`src/rtl/clk_lane_pkg.sv`:
```
package clk_lane_pkg;

    typedef enum logic [3:0] {
        IDLE_LP11 = 4'd0,
        HS_RQST   = 4'd1,
        PREPARE   = 4'd2,
        ZERO      = 4'd3,
        PRE       = 4'd4,
        ACTIVE    = 4'd5,
        POST      = 4'd6,
        TRAIL     = 4'd7,
        EXIT      = 4'd8
    } lane_state_e;

    localparam int NUM_DUR   = 7;
    localparam int DUR_LPX   = 0;
    localparam int DUR_PREP  = 1;
    localparam int DUR_ZERO  = 2;
    localparam int DUR_PRE   = 3;
    localparam int DUR_POST  = 4;
    localparam int DUR_TRAIL = 5;
    localparam int DUR_EXIT  = 6;

    localparam logic [1:0] LP_STOP   = 2'b11;
    localparam logic [1:0] LP_REQ    = 2'b01;
    localparam logic [1:0] LP_BRIDGE = 2'b00;

    // Duration slot used by a timed state; untimed states return slot 0.
    function automatic int dur_slot(lane_state_e s);
        unique case (s)
            HS_RQST: return DUR_LPX;
            PREPARE: return DUR_PREP;
            ZERO:    return DUR_ZERO;
            PRE:     return DUR_PRE;
            POST:    return DUR_POST;
            TRAIL:   return DUR_TRAIL;
            EXIT:    return DUR_EXIT;
            default: return 0;
        endcase
    endfunction

endpackage

```
`src/rtl/clk_lane_dur_reg.sv`:
```
module clk_lane_dur_reg #(
    parameter int CNT_W = 8,
    parameter int NUM   = 7
) (
    input  logic                      clk,
    input  logic                      rst_n,
    input  logic                      capture,
    input  logic [NUM-1:0][CNT_W-1:0] live,
    output logic [NUM-1:0][CNT_W-1:0] eff
);

    logic [NUM-1:0][CNT_W-1:0] held;

    for (genvar g = 0; g < NUM; g++) begin : g_slot
        always_ff @(posedge clk or negedge rst_n) begin
            if (!rst_n) begin
                held[g] <= '0;
            end else if (capture) begin
                held[g] <= live[g];
            end
        end

        // While capturing, the live value is used so the first timed state
        // loads the same count that is being stored.
        assign eff[g] = capture ? live[g] : held[g];
    end

endmodule

```
`src/rtl/clk_lane_timer.sv`:
```
module clk_lane_timer #(
    parameter int CNT_W = 8
) (
    input  logic             clk,
    input  logic             rst_n,
    input  logic             load,
    input  logic [CNT_W-1:0] load_val,
    output logic             expired
);

    logic [CNT_W-1:0] cnt;

    always_ff @(posedge clk or negedge rst_n) begin
        if (!rst_n) begin
            cnt <= '0;
        end else if (load) begin
            // A programmed zero behaves as one cycle.
            cnt <= (load_val == '0) ? '0 : load_val - 1'b1;
        end else if (cnt != '0) begin
            cnt <= cnt - 1'b1;
        end
    end

    assign expired = (cnt == '0);

endmodule

```
`src/rtl/clk_lane_fsm.sv`:
```
module clk_lane_fsm
    import clk_lane_pkg::*;
#(
    parameter int CNT_W = 8
) (
    input  logic                          clk,
    input  logic                          rst_n,
    input  logic                          hs_req,
    input  logic                          data_lp_done,
    input  logic                          expired,
    input  logic [NUM_DUR-1:0][CNT_W-1:0] eff,
    output logic                          capture,
    output logic                          load,
    output logic [CNT_W-1:0]              load_val,
    output logic [1:0]                    lp_state,
    output logic                          hs_en,
    output logic                          clk_toggle_en,
    output logic                          data_ready
);

    lane_state_e state, nxt;

    always_ff @(posedge clk or negedge rst_n) begin
        if (!rst_n) begin
            state <= IDLE_LP11;
        end else begin
            state <= nxt;
        end
    end

    always_comb begin
        nxt = state;
        unique case (state)
            IDLE_LP11: if (hs_req)                 nxt = HS_RQST;
            HS_RQST:   if (expired)                nxt = PREPARE;
            PREPARE:   if (expired)                nxt = ZERO;
            ZERO:      if (expired)                nxt = PRE;
            PRE:       if (expired)                nxt = ACTIVE;
            ACTIVE:    if (!hs_req && data_lp_done) nxt = POST;
            POST:      if (expired)                nxt = TRAIL;
            TRAIL:     if (expired)                nxt = EXIT;
            EXIT:      if (expired)                nxt = IDLE_LP11;
            default:                               nxt = IDLE_LP11;
        endcase
    end

    assign capture  = (state == IDLE_LP11);
    assign load     = (nxt != state);
    assign load_val = eff[dur_slot(nxt)];

    always_comb begin
        lp_state      = LP_BRIDGE;
        hs_en         = 1'b0;
        clk_toggle_en = 1'b0;
        data_ready    = 1'b0;
        unique case (state)
            IDLE_LP11: lp_state = LP_STOP;
            HS_RQST:   lp_state = LP_REQ;
            PREPARE:   lp_state = LP_BRIDGE;
            ZERO:      hs_en = 1'b1;
            PRE: begin
                hs_en         = 1'b1;
                clk_toggle_en = 1'b1;
            end
            ACTIVE: begin
                hs_en         = 1'b1;
                clk_toggle_en = 1'b1;
                data_ready    = 1'b1;
            end
            POST: begin
                hs_en         = 1'b1;
                clk_toggle_en = 1'b1;
            end
            TRAIL:     hs_en = 1'b1;
            EXIT:      lp_state = LP_STOP;
            default:   lp_state = LP_STOP;
        endcase
    end

endmodule

```
`src/rtl/clk_lane_seq.sv`:
```
module clk_lane_seq
    import clk_lane_pkg::*;
#(
    parameter int CNT_W = 8
) (
    input  logic             clk,
    input  logic             rst_n,
    input  logic             hs_req,
    input  logic             data_lp_done,
    input  logic [CNT_W-1:0] lpx_cyc,
    input  logic [CNT_W-1:0] prep_cyc,
    input  logic [CNT_W-1:0] zero_cyc,
    input  logic [CNT_W-1:0] pre_cyc,
    input  logic [CNT_W-1:0] post_cyc,
    input  logic [CNT_W-1:0] trail_cyc,
    input  logic [CNT_W-1:0] exit_cyc,
    output logic [1:0]       lp_state,
    output logic             hs_en,
    output logic             clk_toggle_en,
    output logic             data_ready
);

    logic [NUM_DUR-1:0][CNT_W-1:0] live_dur;
    logic [NUM_DUR-1:0][CNT_W-1:0] eff_dur;
    logic                          capture;
    logic                          load;
    logic [CNT_W-1:0]              load_val;
    logic                          expired;

    always_comb begin
        live_dur[DUR_LPX]   = lpx_cyc;
        live_dur[DUR_PREP]  = prep_cyc;
        live_dur[DUR_ZERO]  = zero_cyc;
        live_dur[DUR_PRE]   = pre_cyc;
        live_dur[DUR_POST]  = post_cyc;
        live_dur[DUR_TRAIL] = trail_cyc;
        live_dur[DUR_EXIT]  = exit_cyc;
    end

    clk_lane_dur_reg #(.CNT_W(CNT_W), .NUM(NUM_DUR)) dur_i (
        .clk     (clk),
        .rst_n   (rst_n),
        .capture (capture),
        .live    (live_dur),
        .eff     (eff_dur)
    );

    clk_lane_timer #(.CNT_W(CNT_W)) tmr_i (
        .clk      (clk),
        .rst_n    (rst_n),
        .load     (load),
        .load_val (load_val),
        .expired  (expired)
    );

    clk_lane_fsm #(.CNT_W(CNT_W)) fsm_i (
        .clk           (clk),
        .rst_n         (rst_n),
        .hs_req        (hs_req),
        .data_lp_done  (data_lp_done),
        .expired       (expired),
        .eff           (eff_dur),
        .capture       (capture),
        .load          (load),
        .load_val      (load_val),
        .lp_state      (lp_state),
        .hs_en         (hs_en),
        .clk_toggle_en (clk_toggle_en),
        .data_ready    (data_ready)
    );

endmodule

```
`config.mk`:
```
export PLATFORM = sky130hd
export DESIGN_NAME = clk_lane_seq
export DESIGN_NICKNAME = d
export VERILOG_FILES = /design/src/rtl/clk_lane_pkg.sv /design/src/rtl/clk_lane_dur_reg.sv /design/src/rtl/clk_lane_timer.sv /design/src/rtl/clk_lane_fsm.sv /design/src/rtl/clk_lane_seq.sv
export SDC_FILE = /design/constraint.sdc
export NUM_CORES = 1
export LEC_CHECK = 0
export BUFFER_PORTS_ARGS = -buffer_cell sky130_fd_sc_hd__buf_2
export CAP_MARGIN = 30
export CORE_MARGIN = 10
export CORE_UTILIZATION = 51
export CTS_CLUSTER_SIZE = 40
export DETAILED_ROUTE_END_ITERATION = 10
export GPL_TIMING_DRIVEN = 0
export PLACE_DENSITY = 0.79
export SETUP_SLACK_MARGIN = 0.1
export SLEW_MARGIN = 5
export SYNTH_ARGS = -nofsm -noshare
export SYNTH_HDL_FRONTEND = slang
export SYNTH_HIERARCHICAL = 1
export SYNTH_SLANG_ARGS = --single-unit
export TNS_END_PERCENT = 1
```
`constraint.sdc`:
```
create_clock -name clk -period 3.8 [get_ports clk]
set_clock_uncertainty 0.05 [all_clocks]
set_input_delay 0.76 -clock clk [delete_from_list [all_inputs] [get_ports clk]]
set_output_delay 0.76 -clock clk [all_outputs]
set_load 0.05 [all_outputs]
```
Yosys cells after proc, flatten, opt, wreduce, memory -nomap -nowiden

Cells that the tools add are included.

Bits in registers: 68
Input port bits: 60
Output and inout bits: 5
Word-level logic and storage cells: 65

$add $sub $neg: 2
Order comparisons: 1
Equal/unequal tests: 15
Muxes and demuxes: 28
Reduce and logical (&&, ||, !) cells: 10

Operator list:

| kind                  | count |
|---|---|
| $mux W8               | 12 |
| $mux W4               | 9 |
| $pmux W4 S9           | 1 |
| $eq A4 B3 Y1 const B  | 7 |
| $bmux W8 S3           | 1 |
| $pmux W3 S6           | 1 |
| $eq A4 B2 Y1 const B  | 4 |
| $logic_not A8 Y1      | 2 |
| $sub A8 B1 Y8 const B | 2 |
| $eq A4 B4 Y1 const B  | 2 |
| $reduce_bool A8 Y1    | 1 |
| $reduce_or A6 Y1      | 1 |
| $reduce_or A5 Y1      | 1 |
| $eq A4 B1 Y1 const B  | 1 |
| $logic_not A4 Y1      | 1 |
| $lt A3 B4 Y1 const B  | 1 |
| $ne A4 B4 Y1          | 1 |
| $pmux W2 S2           | 1 |
| $mux W1               | 3 |
| $reduce_or A3 Y1      | 1 |
| $reduce_bool A2 Y1    | 1 |
| $logic_and A1 B1 Y1   | 1 |
| $logic_not A1 Y1      | 1 |

Depth between registers and ports, before layout

Word-level depth: 12
Gate-level depth with buffers: 17
Depth with buffers taken out: 16

Modules after synthesis

The synthesis kept the hierarchy.

Modules (own cells, without submodules):

| module           | times used | cells an instance | area each (um2) | seq. area each (um2) |
|---|---|---|---|---|
| clk_lane_dur_reg | 1          | 118               | 2,243.4         | 1,401.3 |
| clk_lane_fsm     | 1          | 151               | 1,116.1         | 100.1 |
| clk_lane_timer   | 1          | 71                | 638.1           | 200.2 |

Worst setup path after synthesis

Ideal clock, no wire load.

Kind: reg2reg
From: register fsm_i.state[3]
To: register tmr_i.cnt[4]
Library setup time: 0.125 ns
Data arrival time: 4.152 ns
Required time: 3.625 ns
Slack: -0.527 ns
Stages on the path, launching flop included: 14
Path buffers: 3
Clock period less this slack: 4.327 ns
Cell sequence: dfrtp_1 buf_2 nor4bb_1 a32o_1 or2_1 buf_4 buf_4 nor4b_1 a31oi_1 nand3_1 nor4_2 a41o_1 a2bb2oi_1 a21oi_1

Word-level cells in the longest chain between the ends: 10

Ends and longest elaborated chain:

| item                                              | line                 | source |
|---|---|---|
| from (decl)                                       | clk_lane_fsm.sv:21   | `lane_state_e state, nxt;` |
| from (signal assigned)                            | clk_lane_fsm.sv:27   | `state <= nxt;` |
| $eq A4 B4 Y1 (tied with other cells)              | clk_lane_fsm.sv:33   | `unique case (state)` |
| $pmux W4 S9 *                                     | clk_lane_fsm.sv:33   |  |
| net fsm_i.nxt[0]                                  | clk_lane_fsm.sv:21   |  |
| $eq A4 B4 Y1 (tied with other cells)              | clk_lane_pkg.sv:30   | `unique case (s)` |
| $pmux W3 S6 *                                     | clk_lane_pkg.sv:30   |  |
| $bmux W8 S3 *                                     | clk_lane_fsm.sv:49   | `assign load_val = eff[dur_slot(nxt)];` |
| $mux W8 (not written as such) * (2 in series)     | clk_lane_fsm.sv:49   |  |
| net load_val[4]                                   | clk_lane_seq.sv:27   | `logic [CNT_W-1:0] load_val;` |
| $sub A8 B1 Y8 or $logic_not A8 Y1 (tied branches) | clk_lane_timer.sv:18 | `cnt <= (load_val == '0) ? '0 : load_val - 1'b1;` |
| $mux W8 *                                         | clk_lane_timer.sv:18 |  |
| $mux W8 *                                         | clk_lane_timer.sv:16 | `end else if (load) begin` |
| to (signal assigned)                              | clk_lane_timer.sv:18 |  |
| to (signal assigned)                              | clk_lane_timer.sv:20 | `cnt <= cnt - 1'b1;` |
| to (decl)                                         | clk_lane_timer.sv:11 | `logic [CNT_W-1:0] cnt;` |

The timed path passes the listed nets; every way through them passes the cells marked *. The select of a mux whose other input is x is not followed.
A chain may end at the register's enable or synchronous reset.

Worst setup path in the final report

From: register fsm_i.state[1]
To: register tmr_i.cnt[5]

Word-level cells in the longest chain between the ends: 10

Ends and longest elaborated chain:

| item                                              | line |
|---|---|
| $eq A4 B4 Y1 (tied with other cells)              | clk_lane_fsm.sv:33 |
| $pmux W4 S9                                       | clk_lane_fsm.sv:33 |
| $eq A4 B4 Y1 (tied with other cells)              | clk_lane_pkg.sv:30 |
| $pmux W3 S6                                       | clk_lane_pkg.sv:30 |
| $bmux W8 S3 *                                     | clk_lane_fsm.sv:49 |
| $mux W8 (not written as such) * (2 in series)     | clk_lane_fsm.sv:49 |
| net load_val[2]                                   | clk_lane_seq.sv:27 |
| $sub A8 B1 Y8 or $logic_not A8 Y1 (tied branches) | clk_lane_timer.sv:18 |
| $mux W8 *                                         | clk_lane_timer.sv:18 |
| $mux W8 *                                         | clk_lane_timer.sv:16 |

Marked as above.

==> flow_summary.toml <==
[run_status]
status = "finished clean"

[global_route]
grt_max_degree = 69
overflow = 0
grt_pass1_wl_mm = 16.1
antenna_found_initial = 0
first_global_vias = 3123
track_usage = 0.173

[worst_setup_path]
slowest_stage = "dfrtp_1"
r2r_slack_ns = 0.04
start_kind = "flop"
critPathMaxFanout = 10
cpMostUsedCell = "nor3_1"
cp.arrival_ns = 3.92
critPathRequiredTime_ns = 3.96
critPathMaxStageDelay_ns = 0.47
worstSetupPathType = "flop to flop"
crit_chain = "buf_2 > nor3_1 > nand3_2 > nand2_2 > buf_4 > mux2_2 > a31oi_1 > nand3_1 > nor3_1 > nor3b_1 > xnor2_1 > o32ai_2"
endpoint_kind = "flop"

[floorplan]
io_pins = 65
fp.coreArea_um2 = 7690
die_h_um = 109
dieArea_um2 = 11800
initial_core_util = 0.520
chipWidth_um = 109
fp-row-count = 32

[layout]
fin_nets = 490
utilization = 0.633
layout_common_cells = "buf_2, dfrtp_1, mux2_4, mux2_2, nand3_1"
nFillCells = 597
antennaDiodeCount = 0
drive_gt1_frac = 0.480
mostFrequentLayoutCell = "buf_2"
syn2layout_area_growth_pct = 21.8
multi_input_area_um2 = 2240
layoutNonFillerInstCount = 533
sequential_cell_area_um2 = 1700

[clock_tree]
ctsLongestPathBuffers = 2
clk_latency_ns = 0.35
cts_tree = "done"
cts-root-buf = "clkbuf_8"
cts_buffers = 9
cts_htree_levels = 3
cts_sinks = 68
clk_pin_slew_worst_paths_ns = 0.07

[power_and_ir_drop]
ir_worst_vdd_v = 0.000492
total_power_mw = 4.65
leakagePower_nw = 2.25
p_per_area_nw_per_um2 = 955

[timing]
rsz0062_at_grt = "true"
finalCritPeriodShare = 0.989
worst_pin_slew_ns = 0.827
relSlewSlack = 0.449
hold_violations = 0
layout_min_cycle_time_ns = 3.76
final_max_slew_viol_count = 0
finalSetupViolations = 0
holdWs_ns = 0.445
fmax_ghz = 0.266
setup_tns_ns = 0

[job]
max_cap_viol_count = 0

[drt]
vias = 3193
routed_wl_mm = 10.3
drc = 0
drt_iter0_markers = 227
wl_per_cell_um = 19.4
drt-pass1-iter-count = 7
routed_via_density = 5.99
ant_nets = 0

[logic_synthesis]
synth_nets = 403
syn_inst = 340
synth_edf_count = 0
ys.flop_type = "dfrtp_1"
synthArstFlopShare = 1.00
yosysWarnings = 6
synth-seq-area-share = 0.426
ys_ff_latch = 68
avgSynthCellArea_um2 = 11.8
yosysUniqueCellTypes = 58
syn_area_um2 = 4000

[placement]
gp_congestion = 0.910
dp_cells = 506
dp_hpwl_mm = 7.28
port_buffers = 64

[worst_hold_path]
hold_path_class = "flop to flop"
-- registers in the layout, indices dropped and copies added (netlist names) --
name,flops
dur_i/held,56
tmr_i/cnt,8
fsm_i/state,4
-- report_power, final --
group          switching [mW]  internal, mW
clock                   0.270         0.297
combinational            1.56          1.35
sequential              0.141          1.03
total                    1.97          2.68
-- kinds of logic after synthesis --
group	after synthesis	share of synthesized area
simple gates	97	0.141
flops	68	0.426
mux	67	0.225
compound gates	62	0.128
buf+inv	33	0.0488
xor+xnor	10	0.0219
fa+ha+maj	3	0.00939
-- layout make-up --
type	instances	area share
Buffer	21	0.0316
Clock buffer	10	0.0262
Clock inverter	5	0.0110
Inverter	12	0.00976
Multi-Input combinational cell	239	0.460
Sequential cell	68	0.350
Tap cell	102	0.0262
Timing Repair Buffer	76	0.0856
-- final timing paths --
path,endpoint,depth (start not counted),from
worst max-delay path,tmr_i/cnt[5]$_DFFE_PN0P_,12,fsm_i/state[1]$_DFF_PN0_
worst min-delay path,dur_i/held[43]$_DFF_PN0_,1,dur_i/held[43]$_DFF_PN0_
worst max register to register,tmr_i/cnt[5]$_DFFE_PN0P_,12,fsm_i/state[1]$_DFF_PN0_
worst min register to register,dur_i/held[43]$_DFF_PN0_,1,dur_i/held[43]$_DFF_PN0_
max in group asynchronous,tmr_i/cnt[2]$_DFFE_PN0P_,1,rst_n
min in group asynchronous,dur_i/held[10]$_DFF_PN0_,1,rst_n
-- worst max-delay path: cells and delay by family (launching register included) --
| kind | cells | cell delay (ns) |
|---|---|---|
| xor+xnor | 1 | 0.23 |
| flops | 1 | 0.47 |
| mux | 1 | 0.39 |
| compound gates | 2 | 0.31 |
| buf+inv | 2 | 0.47 |
| simple gates | 6 | 1.69 |
-- synthesized netlist by cell type, types with 2 or more instances --
cell	count	share of area
nand3_1	23	0.029
nor4b_1	7	0.015
a21o_1	4	0.0075
o21ai_0	3	0.0038
nor3b_1	3	0.0056
ha_1	3	0.0094
nor2_1	14	0.013
nor3_1	6	0.0075
nand2b_1	3	0.0047
clkbuf_1	5	0.0047
buf_4	3	0.0056
inv_1	12	0.011
nor4_1	2	0.0031
a211oi_1	2	0.0038
a221oi_1	7	0.015
a311o_1	7	0.018
mux2_4	40	0.15
or2_2	2	0.0031
o22ai_1	3	0.0047
dfrtp_1	68	0.43
o21a_1	2	0.0038
a2bb2oi_1	2	0.0044
and3_1	7	0.011
mux2_2	23	0.065
xnor2_1	9	0.020
a21oi_1	12	0.015
buf_2	6	0.0075
nand2_1	15	0.014
buf_6	7	0.020
a31oi_1	10	0.016
mux2i_1	3	0.0075
-- per-stage QoR --
| stage | setup slack [ns] | cell area (um2) |
|---|---|---|
| 6_report | 0.0434 | 4870 |
| 3_3_place_gp | -0.360 | 4460 |
| 4_1_cts | 0.0788 | 4700 |
| 5_1_grt | -0.115 | 4870 |
| 2_1_floorplan | 0.289 | 4010 |
| 3_5_place_dp | -0.462 | 4460 |
-- routing by layer --
metal / global-route usage / vias to the layer above / routed length (um)
li1: - / 1445 / -
met1: 0.223 / 1554 / 4250
met2: 0.267 / 172 / 4870
met3: 0.0607 / 22 / 975
met4: 0.0518 / 0 / 233
met5: 0 / - / 0
-- timing repair --
| action | CTS | global route |
|---|---|---|
| endpoints found under the setup margin | 8 | 8 |
| pin swaps | 3 | 9 |
| hold buffers | 0 | 0 |
| gates resized for setup | 10 | 23 |
| setup buffers | 3 | 9 |
(Power assumes the default switching activity.)
